`src/rtl/i2cs_pkg.sv`:
```
package i2cs_pkg;
  typedef enum logic [2:0] {
    ST_IDLE,   // not addressed
    ST_ADDR,   // shifting in the address frame
    ST_AACK,   // driving the address acknowledge
    ST_WAIT,   // stretching SCL until serviced
    ST_BIT,    // shifting a data byte out
    ST_MACK,   // master's acknowledge clock
    ST_END,    // after NACK, stretching until dummy read
    ST_STOPW   // released, waiting for STOP
  } i2cs_state_e;
endpackage

```
`src/rtl/i2cs_sync.sv`:
```
module i2cs_sync #(
  parameter int STAGES = 2
) (
  input  logic clk,
  input  logic rst_n,
  input  logic scl_i,
  input  logic sda_i,
  output logic scl_s,
  output logic sda_s,
  output logic scl_rise,
  output logic scl_fall,
  output logic start_det,
  output logic stop_det
);
  logic [STAGES-1:0] scl_q, sda_q;
  logic scl_d, sda_d;

  // one flop per stage; the bus idles high so every stage resets to 1
  for (genvar g = 0; g < STAGES; g++) begin : g_stage
    always_ff @(posedge clk or negedge rst_n) begin
      if (!rst_n) begin
        scl_q[g] <= 1'b1;
        sda_q[g] <= 1'b1;
      end else begin
        scl_q[g] <= (g == 0) ? scl_i : scl_q[(g == 0) ? 0 : g-1];
        sda_q[g] <= (g == 0) ? sda_i : sda_q[(g == 0) ? 0 : g-1];
      end
    end
  end

  always_ff @(posedge clk or negedge rst_n) begin
    if (!rst_n) begin
      scl_d <= 1'b1;
      sda_d <= 1'b1;
    end else begin
      scl_d <= scl_s;
      sda_d <= sda_s;
    end
  end

  assign scl_s     = scl_q[STAGES-1];
  assign sda_s     = sda_q[STAGES-1];
  assign scl_rise  = scl_s & ~scl_d;
  assign scl_fall  = ~scl_s & scl_d;
  assign start_det = scl_s & scl_d & sda_d & ~sda_s;
  assign stop_det  = scl_s & scl_d & ~sda_d & sda_s;
endmodule

```
`src/rtl/i2cs_txbuf.sv`:
```
module i2cs_txbuf #(
  parameter int DW = 8
) (
  input  logic          clk,
  input  logic          rst_n,
  input  logic          in_valid,
  output logic          in_ready,
  input  logic [DW-1:0] in_data,
  input  logic          take,
  output logic          full,
  output logic [DW-1:0] out_data
);
  always_ff @(posedge clk or negedge rst_n) begin
    if (!rst_n) begin
      full     <= 1'b0;
      out_data <= '0;
    end else if (in_valid && in_ready) begin
      full     <= 1'b1;
      out_data <= in_data;
    end else if (take) begin
      full     <= 1'b0;
    end
  end

  assign in_ready = ~full;
endmodule

```
`src/rtl/i2cs_tx_slave.sv`:
```
module i2cs_tx_slave
  import i2cs_pkg::*;
#(
  parameter int AW     = 7,
  parameter int DW     = 8,
  parameter int STAGES = 2
) (
  input  logic          clk,
  input  logic          rst_n,
  input  logic          scl_i,
  input  logic          sda_i,
  output logic          scl_oe,
  output logic          sda_oe,
  input  logic [AW-1:0] own_addr,
  input  logic          tx_valid,
  output logic          tx_ready,
  input  logic [DW-1:0] tx_data,
  output logic          irq,
  input  logic          irq_clr,
  output logic          ack_seen,
  input  logic          ack_clr,
  output logic          trs,
  input  logic          trs_clr,
  input  logic          dummy_rd
);
  localparam int FW   = AW + 1;
  localparam int MAXB = (FW > DW) ? FW : DW;
  localparam int CW   = $clog2(MAXB + 1);

  logic scl_s, sda_s, scl_rise, scl_fall, start_det, stop_det;
  logic buf_full, take, hold_q, nack_q, at_end;
  logic [DW-1:0] buf_data, tx_sr;
  logic [FW-1:0] rx_sr;
  logic [CW-1:0] cnt;
  i2cs_state_e   state;

  i2cs_sync #(.STAGES(STAGES)) u_sync (
    .clk(clk), .rst_n(rst_n), .scl_i(scl_i), .sda_i(sda_i),
    .scl_s(scl_s), .sda_s(sda_s), .scl_rise(scl_rise), .scl_fall(scl_fall),
    .start_det(start_det), .stop_det(stop_det)
  );

  i2cs_txbuf #(.DW(DW)) u_buf (
    .clk(clk), .rst_n(rst_n), .in_valid(tx_valid), .in_ready(tx_ready),
    .in_data(tx_data), .take(take), .full(buf_full), .out_data(buf_data)
  );

  assign take = (state == ST_WAIT) && !irq && buf_full;

  always_ff @(posedge clk or negedge rst_n) begin
    if (!rst_n) begin
      state    <= ST_IDLE;
      cnt      <= '0;
      rx_sr    <= '0;
      tx_sr    <= '0;
      irq      <= 1'b0;
      ack_seen <= 1'b0;
      trs      <= 1'b0;
      hold_q   <= 1'b0;
      nack_q   <= 1'b0;
    end else begin
      hold_q <= 1'b0;
      // host clears first so that a set in the same cycle takes priority
      if (irq_clr) irq      <= 1'b0;
      if (ack_clr) ack_seen <= 1'b0;
      if (trs_clr) trs      <= 1'b0;
      if (start_det) begin
        state <= ST_ADDR;
        cnt   <= '0;
      end else if (stop_det) begin
        if (state != ST_IDLE && state != ST_ADDR) irq <= 1'b1;
        state <= ST_IDLE;
      end else begin
        unique case (state)
          ST_ADDR: begin
            if (scl_rise) begin
              rx_sr <= {rx_sr[FW-2:0], sda_s};
              cnt   <= cnt + 1'b1;
            end else if (scl_fall && cnt == CW'(FW)) begin
              if (rx_sr[FW-1:1] == own_addr && rx_sr[0]) begin
                state <= ST_AACK;
                trs   <= 1'b1;
              end else begin
                state <= ST_IDLE;
              end
            end
          end
          ST_AACK: if (scl_fall) begin
            irq   <= 1'b1;
            state <= ST_WAIT;
          end
          ST_WAIT: if (take) begin
            tx_sr  <= buf_data;
            cnt    <= '0;
            hold_q <= 1'b1;   // one extra cycle of SDA setup before SCL is let go
            state  <= ST_BIT;
          end
          ST_BIT: if (scl_fall) begin
            if (cnt == CW'(DW - 1)) begin
              state <= ST_MACK;
            end else begin
              tx_sr <= {tx_sr[DW-2:0], 1'b0};
              cnt   <= cnt + 1'b1;
            end
          end
          ST_MACK: begin
            if (scl_rise) begin
              ack_seen <= sda_s;
              nack_q   <= sda_s;
            end else if (scl_fall) begin
              irq   <= 1'b1;
              state <= nack_q ? ST_END : ST_WAIT;
            end
          end
          ST_END: if (dummy_rd) state <= ST_STOPW;
          default: ;
        endcase
      end
    end
  end

  assign at_end = (state == ST_END);
  assign scl_oe = (state == ST_WAIT) || at_end || hold_q;
  assign sda_oe = (state == ST_AACK) || ((state == ST_BIT) && !tx_sr[DW-1]);
endmodule

```
`config.mk`:
```
export PLATFORM = sky130hd
export DESIGN_NAME = i2cs_tx_slave
export DESIGN_NICKNAME = d
export VERILOG_FILES = /design/src/rtl/i2cs_pkg.sv /design/src/rtl/i2cs_sync.sv /design/src/rtl/i2cs_txbuf.sv /design/src/rtl/i2cs_tx_slave.sv
export SDC_FILE = /design/constraint.sdc
export NUM_CORES = 1
export LEC_CHECK = 0
export BUFFER_PORTS_ARGS = -buffer_cell sky130_fd_sc_hd__buf_2
export CAP_MARGIN = 5
export CORE_MARGIN = 2
export CORE_UTILIZATION = 40
export CTS_BUF_LIST = sky130_fd_sc_hd__clkbuf_16
export DETAILED_ROUTE_END_ITERATION = 12
export PLACE_DENSITY = 0.67
export SLEW_MARGIN = 20
export SYNTH_ARGS = -nofsm -noshare
export SYNTH_HDL_FRONTEND = slang
export SYNTH_SLANG_ARGS = --single-unit
```
`constraint.sdc`:
```
create_clock -name clk -period 4.2 [get_ports clk]
set_input_delay 0.42 -clock clk [delete_from_list [all_inputs] [get_ports clk]]
set_output_delay 0.42 -clock clk [all_outputs]
set_load 0.05 [all_outputs]
```
==> flow_metrics.env <==
export IMPL_fin_setup_tns_ns=0
export IMPL_postSynthAreaPerCell_um2=10.9
export IMPL_via_per_inst=5.14
export IMPL_finalWirelength_um=3970
export IMPL_cts_resized=0
export IMPL_synth_top_cell_by_area="dfrtp_1"
export IMPL_drtIter0Drc=79
export IMPL_cts_root_buffer="clkbuf_16"
export IMPL_hold_end="u_sync.sda_q[0]"
export IMPL_worstSetupEndpointType="flip-flop"
export IMPL_ir_drop_mv=0.517
export IMPL_start_kind="flip-flop"
export IMPL_firstDrtPassIters=4
export IMPL_grt_usage=0.147
export IMPL_p_leak_nw=1.11
export IMPL_worstSetupPathType="reg -> reg"
export IMPL_final_common_cell="dfrtp_1"
export IMPL_drv_cap=0
export IMPL_htreeDepth=2
export IMPL_ys_warn_count=0
export IMPL_place_hpwl_um=2850
export IMPL_cts_tree="done"
export IMPL_ant_nets=0
export IMPL_max_freq_ghz=0.458
export IMPL_fp_dieW_um=77.9
export IMPL_rsz0062_at_grt="false"
export IMPL_relSlewSlack=0.381
export IMPL_drc=0
export IMPL_rows=26
export IMPL_synth_cells=200
export IMPL_start_util=0.420
export IMPL_syn_nets=226
export IMPL_reg2reg_depth=5
export IMPL_fin_nets=253
export IMPL_synth_async_reset_ratio=1.00
export IMPL_grt_pass1_wl_um=7040
export IMPL_period_minus_slack_ns=2.18
export IMPL_seq_area_frac_synth=0.496
export IMPL_ys_flop_type="dfrtp_1"
export IMPL_layout_common_cells="37 x dfrtp_1, 29 x buf_2, 18 x nor2_1, 16 x mux2_2, 15 x nand2_1"
export IMPL_layout_drive_gt1_share=0.289
export IMPL_syn2layout_area_growth_pct=14.4
export IMPL_post_route_period_util=0.520
export IMPL_rrSetupSlack_ns=2.02
export IMPL_cts_setup_buffers=0
export IMPL_wire_per_inst_um=13.3
export IMPL_p_per_area_nw_per_um2=666
export IMPL_grt_pass1_vias=1526
export IMPL_setup_viol=0
export IMPL_die_area_um2=6070
export IMPL_grt_max_degree=44
export IMPL_synth_top_area_frac=0.424
export IMPL_critPathRequiredTime_ns=4.40
export IMPL_boundaryPins=30
export IMPL_cts_inserted_buffers=5
export IMPL_drv_slew=0
export IMPL_hold_depth=1
export IMPL_die_y_um=77.9
export IMPL_io_buffers=29
export IMPL_skew_ns=0.00443
export IMPL_cts_max_path_buffers=2
export IMPL_overflow=0
export IMPL_hold_class="in -> reg"
export IMPL_synth_edf_count=0
export IMPL_clkSlewWorstSetupHoldPaths_ns=0.06
export IMPL_antenna_found_initial=0
export IMPL_crit_path_max_fanout=15
export IMPL_hold_violations=0
export IMPL_status="completed"
export IMPL_fin_util=0.480
export IMPL_ys_types=47
export IMPL_cts_hold_fix_buffers=0
export IMPL_cts_sinks=43
export IMPL_synth_area_leaders="dfrtp_1 42%, mux2_2 8.2%, dfstp_2 7.2%, mux2i_1 4.1%, nor2_1 3.1%"
export IMPL_worst_slew_pin_slew_ns=0.929
export IMPL_hold_path_startpoint="sda_i"
export IMPL_reg2reg_to="tx_sr[6]"
export IMPL_reg2reg_from="state[0]"
export IMPL_ys_seq_elements=43
export IMPL_synth_cell_area_um2=2180
export IMPL_arrival_ns=2.39
export IMPL_diodes=0
export IMPL_clk_latency_ns=0.28
export IMPL_gp_congestion=0.795
export IMPL_num_vias=1531
export IMPL_core_um2=5200
metal layers:
layer / GRT usage / share of wire / vias to the layer above
li1: - / - / 763
met1: 0.190 / 0.46 / 736
met2: 0.238 / 0.49 / 27
met3: 0.0384 / 0.038 / 5
met4: 0.0561 / 0.014 / 0
met5: 0 / 0 / -
power by group:
group | total (W) | internal [W] | switching (W)
registers | 0.000709 | 0.000559 | 0.000150
logic | 0.000595 | 0.000263 | 0.000332
clock network | 0.000359 | 0.000214 | 0.000145
total | 0.00166 | 0.00104 | 0.000627
final cells by class:
cell class / instances / area [um^2]
Tap cell: 70 / 87.6
Inverter: 7 / 26.3
Timing Repair Buffer: 30 / 153
Clock buffer: 5 / 125
Multi-Input combinational cell: 140 / 1010
Clock inverter: 3 / 11.3
Sequential cell: 43 / 1080
Fill cell: 502 / 2710
stage by stage:
| stage | instance area [um^2] | cells | power [W] | setup WS [ns] | hold WS [ns] |
|---|---|---|---|---|---|
| after detailed placement | 2360 | 290 | 0.00131 | 2.02 | 0.347 |
| after CTS | 2500 | 298 | 0.00168 | 2.00 | 0.233 |
| final | 2500 | 298 | 0.00166 | 2.02 | 0.237 |
| after floorplan | 2180 | 200 | 0.00119 | 2.06 | 0.124 |
| after global placement | 2360 | 290 | 0.00129 | 2.16 | 0.346 |
| after global routing | 2500 | 298 | 0.00179 | 1.76 | 0.224 |
kinds of logic after synthesis:
logic type,Yosys count,synth area share
AO/OA/AOI/OAI,39,0.127
XOR/XNOR,9,0.0361
adder cells (fa/ha/maj),2,0.0115
buffers and inverters,17,0.0407
flip-flops,43,0.496
multiplexers,25,0.124
AND/OR/NAND/NOR,65,0.166
sequential cells by signal, indices dropped and copies added, names as in the netlist:
name,flops
ack_seen,1
cnt,4
hold_q,1
irq,1
nack_q,1
rx_sr,8
state,3
trs,1
tx_sr,8
u_buf.full,1
u_buf.out_data,8
u_sync.scl_d,1
u_sync.scl_q,1
u_sync.scl_s,1
u_sync.sda_d,1
u_sync.sda_q,1
u_sync.sda_s,1
synthesized netlist by cell type, types with 4 or more instances:
master     n
o21ai_0    9
dfstp_2    6
inv_1      7
mux2_2    16
mux2i_1    9
a21oi_1    8
nor2_1    18
xor2_1     7
nand2_1   15
nor2b_1    7
dfrtp_1   37
nand3b_1   4
clkbuf_1   4
worst max path at each step:
stage                   from  endpoint  slack [ns]  cells after the start
floorplan           state[1]    sda_oe        2.06                      4
global placement    state[1]    cnt[2]        2.16                      7
detailed placement  state[0]  tx_sr[0]        2.02                      4
CTS                 state[0]  tx_sr[2]        2.00                      5
global route        state[0]  tx_sr[2]        1.76                      5
finish              state[0]  tx_sr[6]        2.02                      5
worst max-delay path, cell delays in order, from the launching register on:
cell      delay, ns
dfrtp_1        0.58
nor2b_1        0.45
nand3_2        0.22
a221oi_4       0.62
nor2_1         0.10
a21oi_1        0.15
No activity file was read; power rests on OpenSTA's default activity.
